## config.mk

```make
export PLATFORM = sky130hd
export DESIGN_NAME = can_txmb_sched
export DESIGN_NICKNAME = d
export VERILOG_FILES = /design/src/rtl/can_txmb_pkg.sv /design/src/rtl/can_txmb_bank.sv /design/src/rtl/can_txmb_arb.sv /design/src/rtl/can_txmb_fsm.sv /design/src/rtl/can_txmb_sched.sv
export SDC_FILE = /design/constraint.sdc
export NUM_CORES = 1
export LEC_CHECK = 0
export CAP_MARGIN = 20
export CORE_ASPECT_RATIO = 2
export CORE_MARGIN = 2
export CORE_UTILIZATION = 40
export DETAILED_ROUTE_END_ITERATION = 12
export GPL_TIMING_DRIVEN = 0
export PLACE_DENSITY = 0.6
export SLEW_MARGIN = 5
export SYNTH_ARGS = -nofsm -noshare
export SYNTH_HDL_FRONTEND = slang
export SYNTH_SLANG_ARGS = --single-unit
```

## constraint.sdc

```tcl
create_clock -name clk -period 17.1 [get_ports clk]
set_clock_uncertainty 0.15 [all_clocks]
set_input_delay 2.565 -clock clk [delete_from_list [all_inputs] [get_ports clk]]
set_output_delay 2.565 -clock clk [all_outputs]
set_load 0.01 [all_outputs]
```

## src/rtl/can_txmb_pkg.sv

```systemverilog
package can_txmb_pkg;

    typedef enum logic [1:0] {
        ST_IDLE   = 2'd0,
        ST_OFFER  = 2'd1,
        ST_ACTIVE = 2'd2
    } txmb_state_e;

    localparam int KEY_W = 30;

    // Arbitration key: base ID, then the extended flag, then the extended
    // low part (zeroed for standard frames). A smaller key is more urgent.
    function automatic logic [KEY_W-1:0] arb_key(input logic [31:0] w);
        arb_key = {w[31:21], w[2], w[20:3] & {18{w[2]}}};
    endfunction

endpackage

```

## src/rtl/can_txmb_bank.sv

```systemverilog
module can_txmb_bank #(
    parameter int MB_NUM  = 3,
    parameter int AW      = 4,
    parameter int MB_BASE = 4,
    localparam int RW     = (MB_NUM > 1) ? $clog2(MB_NUM) : 1,
    localparam int CW     = $clog2(MB_NUM + 1)
) (
    input  logic                         clk_i,
    input  logic                         rst_ni,
    input  logic                         wr_en_i,
    input  logic [AW-1:0]                wr_addr_i,
    input  logic [31:0]                  wr_data_i,
    input  logic [MB_NUM-1:0]            leave_i,
    output logic [MB_NUM-1:0][30:0]      id_o,
    output logic [MB_NUM-1:0][3:0]       len_o,
    output logic [MB_NUM-1:0][31:0]      d0_o,
    output logic [MB_NUM-1:0][31:0]      d1_o,
    output logic [MB_NUM-1:0]            pend_o,
    output logic [MB_NUM-1:0][RW-1:0]    rank_o
);

    logic [MB_NUM-1:0]         pend_q, pend_d, live, queue_v, hit_id;
    logic [MB_NUM-1:0][RW-1:0] rank_q, rank_d;
    logic [CW-1:0]             live_cnt;
    logic [RW-1:0]             leave_rank;

    for (genvar n = 0; n < MB_NUM; n++) begin : g_mb
        localparam logic [AW-1:0] A_ID  = AW'(MB_BASE + 4*n);
        localparam logic [AW-1:0] A_LEN = AW'(MB_BASE + 4*n + 1);
        localparam logic [AW-1:0] A_D0  = AW'(MB_BASE + 4*n + 2);
        localparam logic [AW-1:0] A_D1  = AW'(MB_BASE + 4*n + 3);

        assign hit_id[n]  = wr_en_i && (wr_addr_i == A_ID);
        assign queue_v[n] = hit_id[n] && wr_data_i[0] && !pend_q[n];

        always_ff @(posedge clk_i) begin
            if (!rst_ni) begin
                id_o[n]  <= '0;
                len_o[n] <= '0;
                d0_o[n]  <= '0;
                d1_o[n]  <= '0;
            end else if (wr_en_i && !pend_q[n]) begin
                if (wr_addr_i == A_ID)  id_o[n]  <= wr_data_i[31:1];
                if (wr_addr_i == A_LEN) len_o[n] <= wr_data_i[3:0];
                if (wr_addr_i == A_D0)  d0_o[n]  <= wr_data_i;
                if (wr_addr_i == A_D1)  d1_o[n]  <= wr_data_i;
            end
        end


        locked_mb_chk: assert property (@(posedge clk_i) disable iff (!rst_ni)
            pend_q[n] |=> ($stable(len_o[n]) && $stable(d0_o[n]) &&
                           $stable(d1_o[n]) && $stable(id_o[n])));
    end

    // Queue order bookkeeping: rank 0 is the oldest pending mailbox.
    always_comb begin
        live       = pend_q & ~leave_i;
        live_cnt   = '0;
        leave_rank = '0;
        for (int k = 0; k < MB_NUM; k++) begin
            live_cnt = live_cnt + CW'(live[k]);
            if (leave_i[k]) leave_rank = rank_q[k];
        end
        for (int k = 0; k < MB_NUM; k++) begin
            pend_d[k] = live[k];
            rank_d[k] = rank_q[k];
            if ((|leave_i) && live[k] && (rank_q[k] > leave_rank))
                rank_d[k] = rank_q[k] - RW'(1);
            if (queue_v[k]) begin
                pend_d[k] = 1'b1;
                rank_d[k] = RW'(live_cnt);
            end
        end
    end

    always_ff @(posedge clk_i) begin
        if (!rst_ni) begin
            pend_q <= '0;
            rank_q <= '0;
        end else begin
            pend_q <= pend_d;
            rank_q <= rank_d;
        end
    end

    assign pend_o = pend_q;
    assign rank_o = rank_q;

endmodule

```

## src/rtl/can_txmb_arb.sv

```systemverilog
module can_txmb_arb
    import can_txmb_pkg::*;
#(
    parameter int MB_NUM = 3,
    localparam int RW    = (MB_NUM > 1) ? $clog2(MB_NUM) : 1
) (
    input  logic                      order_mode_i,
    input  logic [MB_NUM-1:0]         pend_i,
    input  logic [MB_NUM-1:0][30:0]   id_i,
    input  logic [MB_NUM-1:0][RW-1:0] rank_i,
    output logic [RW-1:0]             sel_o
);

    logic             found;
    logic [KEY_W-1:0] best_key, cand_key;
    logic [RW-1:0]    best_rank;

    always_comb begin
        found     = 1'b0;
        sel_o     = '0;
        best_key  = '0;
        best_rank = '0;
        cand_key  = '0;
        for (int n = 0; n < MB_NUM; n++) begin
            cand_key = arb_key({id_i[n], 1'b0});
            if (pend_i[n]) begin
                if (!found ||
                    ( order_mode_i && (rank_i[n] < best_rank)) ||
                    (!order_mode_i && (cand_key < best_key))) begin
                    found     = 1'b1;
                    sel_o     = RW'(n);
                    best_key  = cand_key;
                    best_rank = rank_i[n];
                end
            end
        end
    end

endmodule

```

## src/rtl/can_txmb_fsm.sv

```systemverilog
module can_txmb_fsm
    import can_txmb_pkg::*;
#(
    parameter int MB_NUM = 3,
    localparam int RW    = (MB_NUM > 1) ? $clog2(MB_NUM) : 1
) (
    input  logic              clk_i,
    input  logic              rst_ni,
    input  logic [MB_NUM-1:0] pend_i,
    input  logic [RW-1:0]     sel_i,
    input  logic              auto_retx_i,
    input  logic              tx_grant_i,
    input  logic              tx_done_i,
    input  logic              tx_err_i,
    output logic              tx_req_o,
    output logic [RW-1:0]     cur_o,
    output logic [MB_NUM-1:0] leave_o,
    output logic [MB_NUM-1:0] fin_o
);

    txmb_state_e   state_q, state_d;
    logic [RW-1:0] act_q;

    always_ff @(posedge clk_i) begin
        if (!rst_ni) begin
            state_q <= ST_IDLE;
            act_q   <= '0;
        end else begin
            state_q <= state_d;
            if (state_q == ST_OFFER && tx_grant_i) act_q <= sel_i;
        end
    end

    always_comb begin
        state_d = state_q;
        unique case (state_q)
            ST_IDLE:   if (|pend_i) state_d = ST_OFFER;
            ST_OFFER:  if (tx_grant_i) state_d = ST_ACTIVE;
            ST_ACTIVE: if (tx_done_i || tx_err_i) state_d = ST_IDLE;
            default:   state_d = ST_IDLE;
        endcase
    end

    always_comb begin
        tx_req_o = 1'b0;
        cur_o    = act_q;
        leave_o  = '0;
        fin_o    = '0;
        unique case (state_q)
            ST_IDLE: ;
            ST_OFFER: begin
                tx_req_o = 1'b1;
                cur_o    = sel_i;
            end
            ST_ACTIVE: begin
                if (tx_done_i || (tx_err_i && !auto_retx_i)) begin
                    leave_o = MB_NUM'(1) << act_q;
                    fin_o   = MB_NUM'(1) << act_q;
                end
            end
            default: ;
        endcase
    end


    req_pending_chk: assert property (@(posedge clk_i) disable iff (!rst_ni)
        tx_req_o |-> pend_i[cur_o]);


    sel_pending_chk: assert property (@(posedge clk_i) disable iff (!rst_ni)
        (|pend_i) |-> pend_i[sel_i]);


    done_clears_chk: assert property (@(posedge clk_i) disable iff (!rst_ni)
        (state_q == ST_ACTIVE && tx_done_i) |=> !pend_i[$past(act_q)]);


    retry_keeps_chk: assert property (@(posedge clk_i) disable iff (!rst_ni)
        (state_q == ST_ACTIVE && tx_err_i && !tx_done_i && auto_retx_i)
            |=> pend_i[$past(act_q)]);

endmodule

```

## src/rtl/can_txmb_sched.sv

```systemverilog
module can_txmb_sched #(
    parameter int MB_NUM  = 3,
    parameter int AW      = 4,
    localparam int MB_BASE = 4,
    localparam int RW      = (MB_NUM > 1) ? $clog2(MB_NUM) : 1
) (
    input  logic          clk,
    input  logic          rst_n,
    input  logic          wr_en,
    input  logic [AW-1:0] wr_addr,
    input  logic [31:0]   wr_data,
    input  logic [AW-1:0] rd_addr,
    output logic [31:0]   rd_data,
    output logic          tx_req,
    output logic [31:0]   tx_id,
    output logic [3:0]    tx_len,
    output logic [31:0]   tx_data0,
    output logic [31:0]   tx_data1,
    input  logic          tx_grant,
    input  logic          tx_done,
    input  logic          tx_err,
    output logic          irq
);

    localparam logic [AW-1:0] A_CTRL = AW'(0);
    localparam logic [AW-1:0] A_STAT = AW'(1);
    localparam logic [AW-1:0] A_IE   = AW'(2);

    logic                      order_mode_q, auto_retx_q, ie_q;
    logic [MB_NUM-1:0]         rc_q, rc_clr;
    logic [MB_NUM-1:0][30:0]   id_w;
    logic [MB_NUM-1:0][3:0]    len_w;
    logic [MB_NUM-1:0][31:0]   d0_w, d1_w;
    logic [MB_NUM-1:0]         pend, leave, fin;
    logic [MB_NUM-1:0][RW-1:0] rank;
    logic [RW-1:0]             sel, cur;

    can_txmb_bank #(.MB_NUM(MB_NUM), .AW(AW), .MB_BASE(MB_BASE)) u_bank (
        .clk_i(clk), .rst_ni(rst_n), .wr_en_i(wr_en), .wr_addr_i(wr_addr),
        .wr_data_i(wr_data), .leave_i(leave), .id_o(id_w), .len_o(len_w),
        .d0_o(d0_w), .d1_o(d1_w), .pend_o(pend), .rank_o(rank)
    );

    can_txmb_arb #(.MB_NUM(MB_NUM)) u_arb (
        .order_mode_i(order_mode_q), .pend_i(pend), .id_i(id_w),
        .rank_i(rank), .sel_o(sel)
    );

    can_txmb_fsm #(.MB_NUM(MB_NUM)) u_fsm (
        .clk_i(clk), .rst_ni(rst_n), .pend_i(pend), .sel_i(sel),
        .auto_retx_i(auto_retx_q), .tx_grant_i(tx_grant), .tx_done_i(tx_done),
        .tx_err_i(tx_err), .tx_req_o(tx_req), .cur_o(cur), .leave_o(leave),
        .fin_o(fin)
    );

    always_comb begin
        for (int n = 0; n < MB_NUM; n++)
            rc_clr[n] = wr_en && (wr_addr == A_STAT) && wr_data[8*n];
    end

    always_ff @(posedge clk) begin
        if (!rst_n) begin
            order_mode_q <= 1'b0;
            auto_retx_q  <= 1'b0;
            ie_q         <= 1'b0;
            rc_q         <= '0;
        end else begin
            if (wr_en && wr_addr == A_CTRL) begin
                order_mode_q <= wr_data[0];
                auto_retx_q  <= wr_data[1];
            end
            if (wr_en && wr_addr == A_IE) ie_q <= wr_data[0];
            rc_q <= (rc_q & ~rc_clr) | fin;
        end
    end

    always_comb begin
        rd_data = '0;
        if (rd_addr == A_CTRL) rd_data[1:0] = {auto_retx_q, order_mode_q};
        if (rd_addr == A_IE)   rd_data[0]   = ie_q;
        for (int n = 0; n < MB_NUM; n++) begin
            if (rd_addr == A_STAT) rd_data[8*n] = rc_q[n];
            if (int'(rd_addr) == MB_BASE + 4*n)     rd_data = {id_w[n], pend[n]};
            if (int'(rd_addr) == MB_BASE + 4*n + 1) rd_data = {28'd0, len_w[n]};
            if (int'(rd_addr) == MB_BASE + 4*n + 2) rd_data = d0_w[n];
            if (int'(rd_addr) == MB_BASE + 4*n + 3) rd_data = d1_w[n];
        end
    end

    assign tx_id    = {id_w[cur], pend[cur]};
    assign tx_len   = len_w[cur];
    assign tx_data0 = d0_w[cur];
    assign tx_data1 = d1_w[cur];
    assign irq      = ie_q && (|rc_q);

    for (genvar n = 0; n < MB_NUM; n++) begin : g_chk

        flag_source_chk: assert property (@(posedge clk) disable iff (!rst_n)
            $rose(rc_q[n]) |-> $past(fin[n]));

        flag_clear_chk: assert property (@(posedge clk) disable iff (!rst_n)
            $fell(rc_q[n]) |-> $past(rc_clr[n]));
    end

endmodule

```

After elaboration in Yosys (flattened, before gate mapping)
Index checks and enable logic that the tools add are counted.

word-level totals
  register bits after elaboration = 316
  latch bits = 0
  bits in writable memories = 0
  ROM bits = 0
  memories = 0

cells by class
  add/sub/neg operators = 5
  multipliers = 0
  div/mod/pow operators = 0
  magnitude comparators = 8
  equality and inequality tests = 33
  shift-type cells = 1
  multiplexer cells = 60
  bitwise logic cells = 8
  reductions and logical operators = 66

operators with widths
  cell                                            number
  two-way mux 32 bit                              14
  binary-select mux 32 bit (select 2 bit)         2
  two-way mux 30 bit                              3
  == test 4 bit (second input constant)           16
  binary-select mux 31 bit (select 2 bit)         1
  less-than comparator 30 bit                     2
  AND 18 bit                                      3
  two-way mux 2 bit                               20
  logical AND 1 bit                               31
  two-way mux 31 bit                              1
  == test 4 x 3 -> 1 bit (second input constant)  6
  AND reduction 2 bit                             12
  two-way mux 1 bit                               13
  == test 4 x 1 -> 1 bit (second input constant)  3
  == test 4 x 2 -> 1 bit (second input constant)  3
  OR reduction 3 bit                              3
  binary-select mux 4 bit (select 2 bit)          1
  logical NOT 4 bit                               2
  logical NOT 1 bit                               7
  AND 3 bit                                       2
  > comparator 2 bit                              3
  logical OR 1 bit                                6
  two-way mux 3 bit                               2
  NOT 3 bit                                       2
  other kinds (17)                                23

Longest topological paths before layout
  depth in word-level cells = 18
  mapped depth = 26
  mapped depth without buffers = 21

Hierarchy
Synthesis repeated with hierarchy kept, for this count alone.

unflattened totals
  cell total of the unflattened synthesis = 2489
  area total of the unflattened synthesis = 19225.9 µm²

modules (own cells, without submodules)
  module          instances  cells an instance  area an instance (µm²)  sequential area each (µm²)
  can_txmb_bank   1          1414               11810.1                 6125.9
  can_txmb_sched  1          729                5079.9                  120.1
  can_txmb_arb    1          316                2069.5                  0.0
  can_txmb_fsm    1          30                 266.5                   80.1

Worst setup path after synthesis
Ideal clock, no wire load.

  path kind = register to output
  start point = register u_bank.pend_q[0] (netlist: u_bank.pend_o[0])
  end point = output port tx_data0[0]
  data arrival time = 5.592 ns
  required time = 14.385 ns
  path slack = 8.793 ns
  cell stages (with the launch flop) = 25
  buffers on the path = 5
  path through = dfxtp_1 -> and2_1 -> clkbuf_1 -> clkbuf_1 -> nand2_1 -> ha_1 -> a21oi_1 -> o21ai_0 -> a221oi_1 -> o211ai_1 -> and2_1 -> nor2_1 -> clkbuf_1 -> a21oi_1 -> ha_1 -> nand4_1 -> or2_1 -> or4_4 -> a2111oi_2 -> nand2b_1 -> o21bai_2 -> o21a_1 -> buf_2 -> clkbuf_1 -> a221o_1

on the way
  longest elaborated chain between the ends = 16

ends and longest elaborated chain
  element                                                                               line                  text
  start: declaration                                                                    can_txmb_bank.sv:22   logic [MB_NUM-1:0] pend_q, pend_d, live, queue_v, hit_id;
  start signal: assignment                                                              can_txmb_bank.sv:82   pend_q <= pend_d;
  parallel branches: the longest is 12 deep, another holds less-than comparator 30 bit  n/a
  two-way mux 2 bit *                                                                   can_txmb_arb.sv:26    if (pend_i[n]) begin
  two-way mux 2 bit *                                                                   can_txmb_fsm.sv:49    unique case (state_q)
  binary-select mux 32 bit (select 2 bit) *                                             can_txmb_sched.sv:92  assign tx_data0 = d0_w[cur];
  two-way mux 32 bit (not written as such) *                                            can_txmb_sched.sv:92
  end: declaration                                                                      can_txmb_sched.sv:17  output logic [31:0] tx_data0,

Mark *: on every way between the ends. The select of a mux whose other input is x is not followed.

Final worst setup path
  start point = register u_bank.id_o[1] (netlist bit)
  end point = output port tx_data0[16]

on the way
  longest elaborated chain between the ends = 16

ends and longest elaborated chain
  element                                                                               line                  text
  start: declaration                                                                    can_txmb_bank.sv:14   output logic [MB_NUM-1:0][30:0] id_o,
  start signal: indexed assignment                                                      can_txmb_bank.sv:43   if (wr_addr_i == A_ID) id_o[n] <= wr_data_i[31:1];
  AND 18 bit                                                                            can_txmb_pkg.sv:14    arb_key = {w[31:21], w[2], w[20:3] & {18{w[2]}}};
  two-way mux 30 bit *                                                                  can_txmb_arb.sv:26
  parallel branches: the longest is 10 deep, another holds less-than comparator 30 bit  n/a
  two-way mux 2 bit *                                                                   can_txmb_arb.sv:26
  two-way mux 2 bit *                                                                   can_txmb_fsm.sv:49
  binary-select mux 32 bit (select 2 bit) *                                             can_txmb_sched.sv:92
  two-way mux 32 bit (not written as such) *                                            can_txmb_sched.sv:92

Marks and branches as above.

==> impl_metrics.json <==
{
  "status": "completed",
  "rows": 108,
  "track_usage": 0.377,
  "grt_pass1_wl_um": 125000,
  "drc_errors": 0,
  "critical_path_class": "flip-flop to output port",
  "h-tree-depth": 1,
  "synth_seq_cells": 316,
  "synth_top_area_cell": "dfxtp_1",
  "netlist_top_cells_count": "686 x nand2_1, 382 x a21oi_1, 316 x dfxtp_1, 180 x clkbuf_1, 112 x nor2_1",
  "finalSetupViolations": 0,
  "arrival_ns": 10.09,
  "period_share": 0.749,
  "crit_required_ns": 14.39,
  "die-area_mm2": 0.0454,
  "wire_per_inst_um": 27.8,
  "synthTopCellsByArea": "dfxtp_1 36%, nand2_1 15%, a21oi_1 11%",
  "drv_slew": 0,
  "nFillCells": 4338,
  "synth_edf_count": 0,
  "clk_latency_ns": 0.61,
  "layout_min_cycle_time_ns": 12.80,
  "antenna_found_initial": 3,
  "maxCapViolCount": 0,
  "post-route-util": 0.479,
  "ctsResizeCount": 0,
  "dp_hpwl_um": 63500,
  "synth.distinct_cells": 66,
  "hold_viol_final": 0,
  "num_vias": 19312,
  "overflow": 0,
  "synth_area_mm2": 0.0175,
  "cts_sinks": 316,
  "worstSetupEndpointType": "output port",
  "yosysSeqAreaShare": 0.362,
  "clock_path_buffers": 3,
  "peakVddDrop_uv": 71.1,
  "grt_max_degree": 15,
  "netlist_instances": 2366,
  "grt_pass1_vias": 18949,
  "clkTransAtPathRegs_ns": 0.07,
  "hold_class": "flip-flop to flip-flop",
  "worst_pin_slew_ns": 1.24,
  "core_mm2": 0.0432,
  "yosysWarnings": 0,
  "nNetsFinal": 2664,
  "syn_area_per_cell_um2": 7.38,
  "syn-num-nets": 2479,
  "drtAntennaViolNets": 0,
  "register_area_mm2": 0.00633,
  "cts_root_buffer": "clkbuf_16",
  "dieWidth_um": 152,
  "fmax_mhz": 78.1,
  "die_h_um": 299,
  "post_cts_buffers": 0,
  "yosysTopAreaCellShare": 0.362,
  "drive_gt1_frac": 0.0389,
  "rsz0062_at_grt": "false",
  "dr.first_iter.drc_count": 1874,
  "hold_ws_ns": 0.289,
  "dr.pass1.iters": 8,
  "portBuffers": 149,
  "area_growth_pct": 18.7,
  "multi_input_area_mm2": 0.0102,
  "routed_wl_um": 86900,
  "start_util": 0.404,
  "p_leak_uw": 0.00715,
  "cts_inserted_buffers": 31,
  "ios": 180,
  "crit_path_start_kind": "flip-flop",
  "synth_top_flop_cell": "dfxtp_1",
  "async_flop_share": 0,
  "tns_ns": 0,
  "cts_tree": "built",
  "viasPerCell": 6.18,
  "cts_hold_buf": 0,
  "gp_congestion": 0.978,
  "slew_headroom": 0.175,
  "powerDensity_mw_per_mm2": 79.9,
  "cp_max_fo": 10,
  "yosysMostFrequentCell": "nand2_1"
}
routing by layer:
metal,up-vias,track usage,part of all wire
met5,-,0,0.00016
met4,2,0.300,0.097
met3,428,0.0664,0.083
met2,1207,0.644,0.49
met1,9082,0.401,0.33
li1,8593,-,-
registers in the layout, indices dropped and copies added, names as in the netlist:
signal	flops
rc_q	3
u_bank.rank_o	6
auto_retx_q	1
u_bank.id_o	93
u_bank.pend_o	3
u_bank.len_o	12
u_fsm.state_q	2
u_bank.d1_o	96
u_fsm.act_q	2
order_mode_q	1
ie_q	1
u_bank.d0_o	96
area by class of cell:
type                            instances  share of cell area
Antenna cell                            2            0.000241
Tap cell                              550              0.0332
Multi-Input combinational cell       1823               0.491
Inverter                               16             0.00290
Clock buffer                           40              0.0424
Clock inverter                         15             0.00905
Buffer                                211              0.0430
Timing Repair Buffer                  152              0.0729
Sequential cell                       316               0.305
placed cells by master (no fill, tap or decap), types with 11 or more instances in the layout:
master,n
nand3_1,17
nor3_1,11
nor2_1,112
inv_1,15
and2_0,98
nor2b_1,15
a21oi_1,382
clkbuf_16,31
clkdlybuf4s50_1,149
a211oi_1,13
o21ai_0,43
a221oi_1,31
a22oi_1,59
and2_1,43
nand2_1,686
ha_1,66
a221o_1,100
dfxtp_1,316
mux2i_1,44
buf_2,14
clkbuf_1,182
buf_6,11
stage by stage:
stage               cell area [µm²]  setup WS [ns]  total power (µW)  instances
global placement              19600           5.24               917       3065
CTS                           20700           4.56              1650       3123
finish                        20700           4.30              1660       3125
floorplan                     17500           8.79               844       2366
detailed placement            19700           5.23               918       3068
global route                  20700           4.10              1690       3123
path summary, 6_finish.rpt:
| kind | startpoint | end | slack (ns) | depth (start not counted) |
|---|---|---|---|---|
| max | u_bank.id_o[1] | tx_data0[16] | 4.30 | 25 |
| min | u_fsm.state_q[1] | u_fsm.state_q[0] | 0.29 | 1 |
| max reg2reg | u_bank.id_o[1] | u_fsm.act_q[0] | 8.86 | 22 |
| min reg2reg | u_fsm.state_q[1] | u_fsm.state_q[0] | 0.29 | 1 |
cell families (layout without fill, tap and decap cells):
group           after synthesis  count (layout)  share of synthesized area
mux                          49              49                     0.0297
buf+inv                     227             434                     0.0545
simple gates               1026            1026                      0.253
fa+ha+maj                    67              67                     0.0484
xor+xnor                      4               4                    0.00201
flops                       316             316                      0.362
compound gates              677             677                      0.250
other cells                   0               2                          0
power by group:
group          leakage [µW]  switching [µW]  internal [µW]
registers           0.00255            10.7            745
clock network      0.000528             327            422
logic               0.00407             112           40.5
total               0.00715             450           1210
worst max-delay path, stage by stage (launching register included):
cell,delay (ns)
dfxtp_1,0.50
and2_1,0.17
clkbuf_1,0.48
clkbuf_1,0.58
nand2_1,0.16
ha_1,0.34
a21oi_1,0.17
o21ai_0,0.24
a221oi_1,0.36
o211ai_1,0.33
and2_1,0.31
nor2_1,0.85
clkbuf_1,0.69
a21oi_1,0.20
ha_1,0.34
nand4_1,0.17
or2_1,0.34
or4_4,0.61
a2111oi_2,0.41
nand2b_1,0.17
o21bai_2,0.14
o31ai_1,0.21
buf_2,0.40
buf_2,0.40
a221o_1,0.33
clkdlybuf4s50_1,0.58
(Power assumes the default switching activity.)
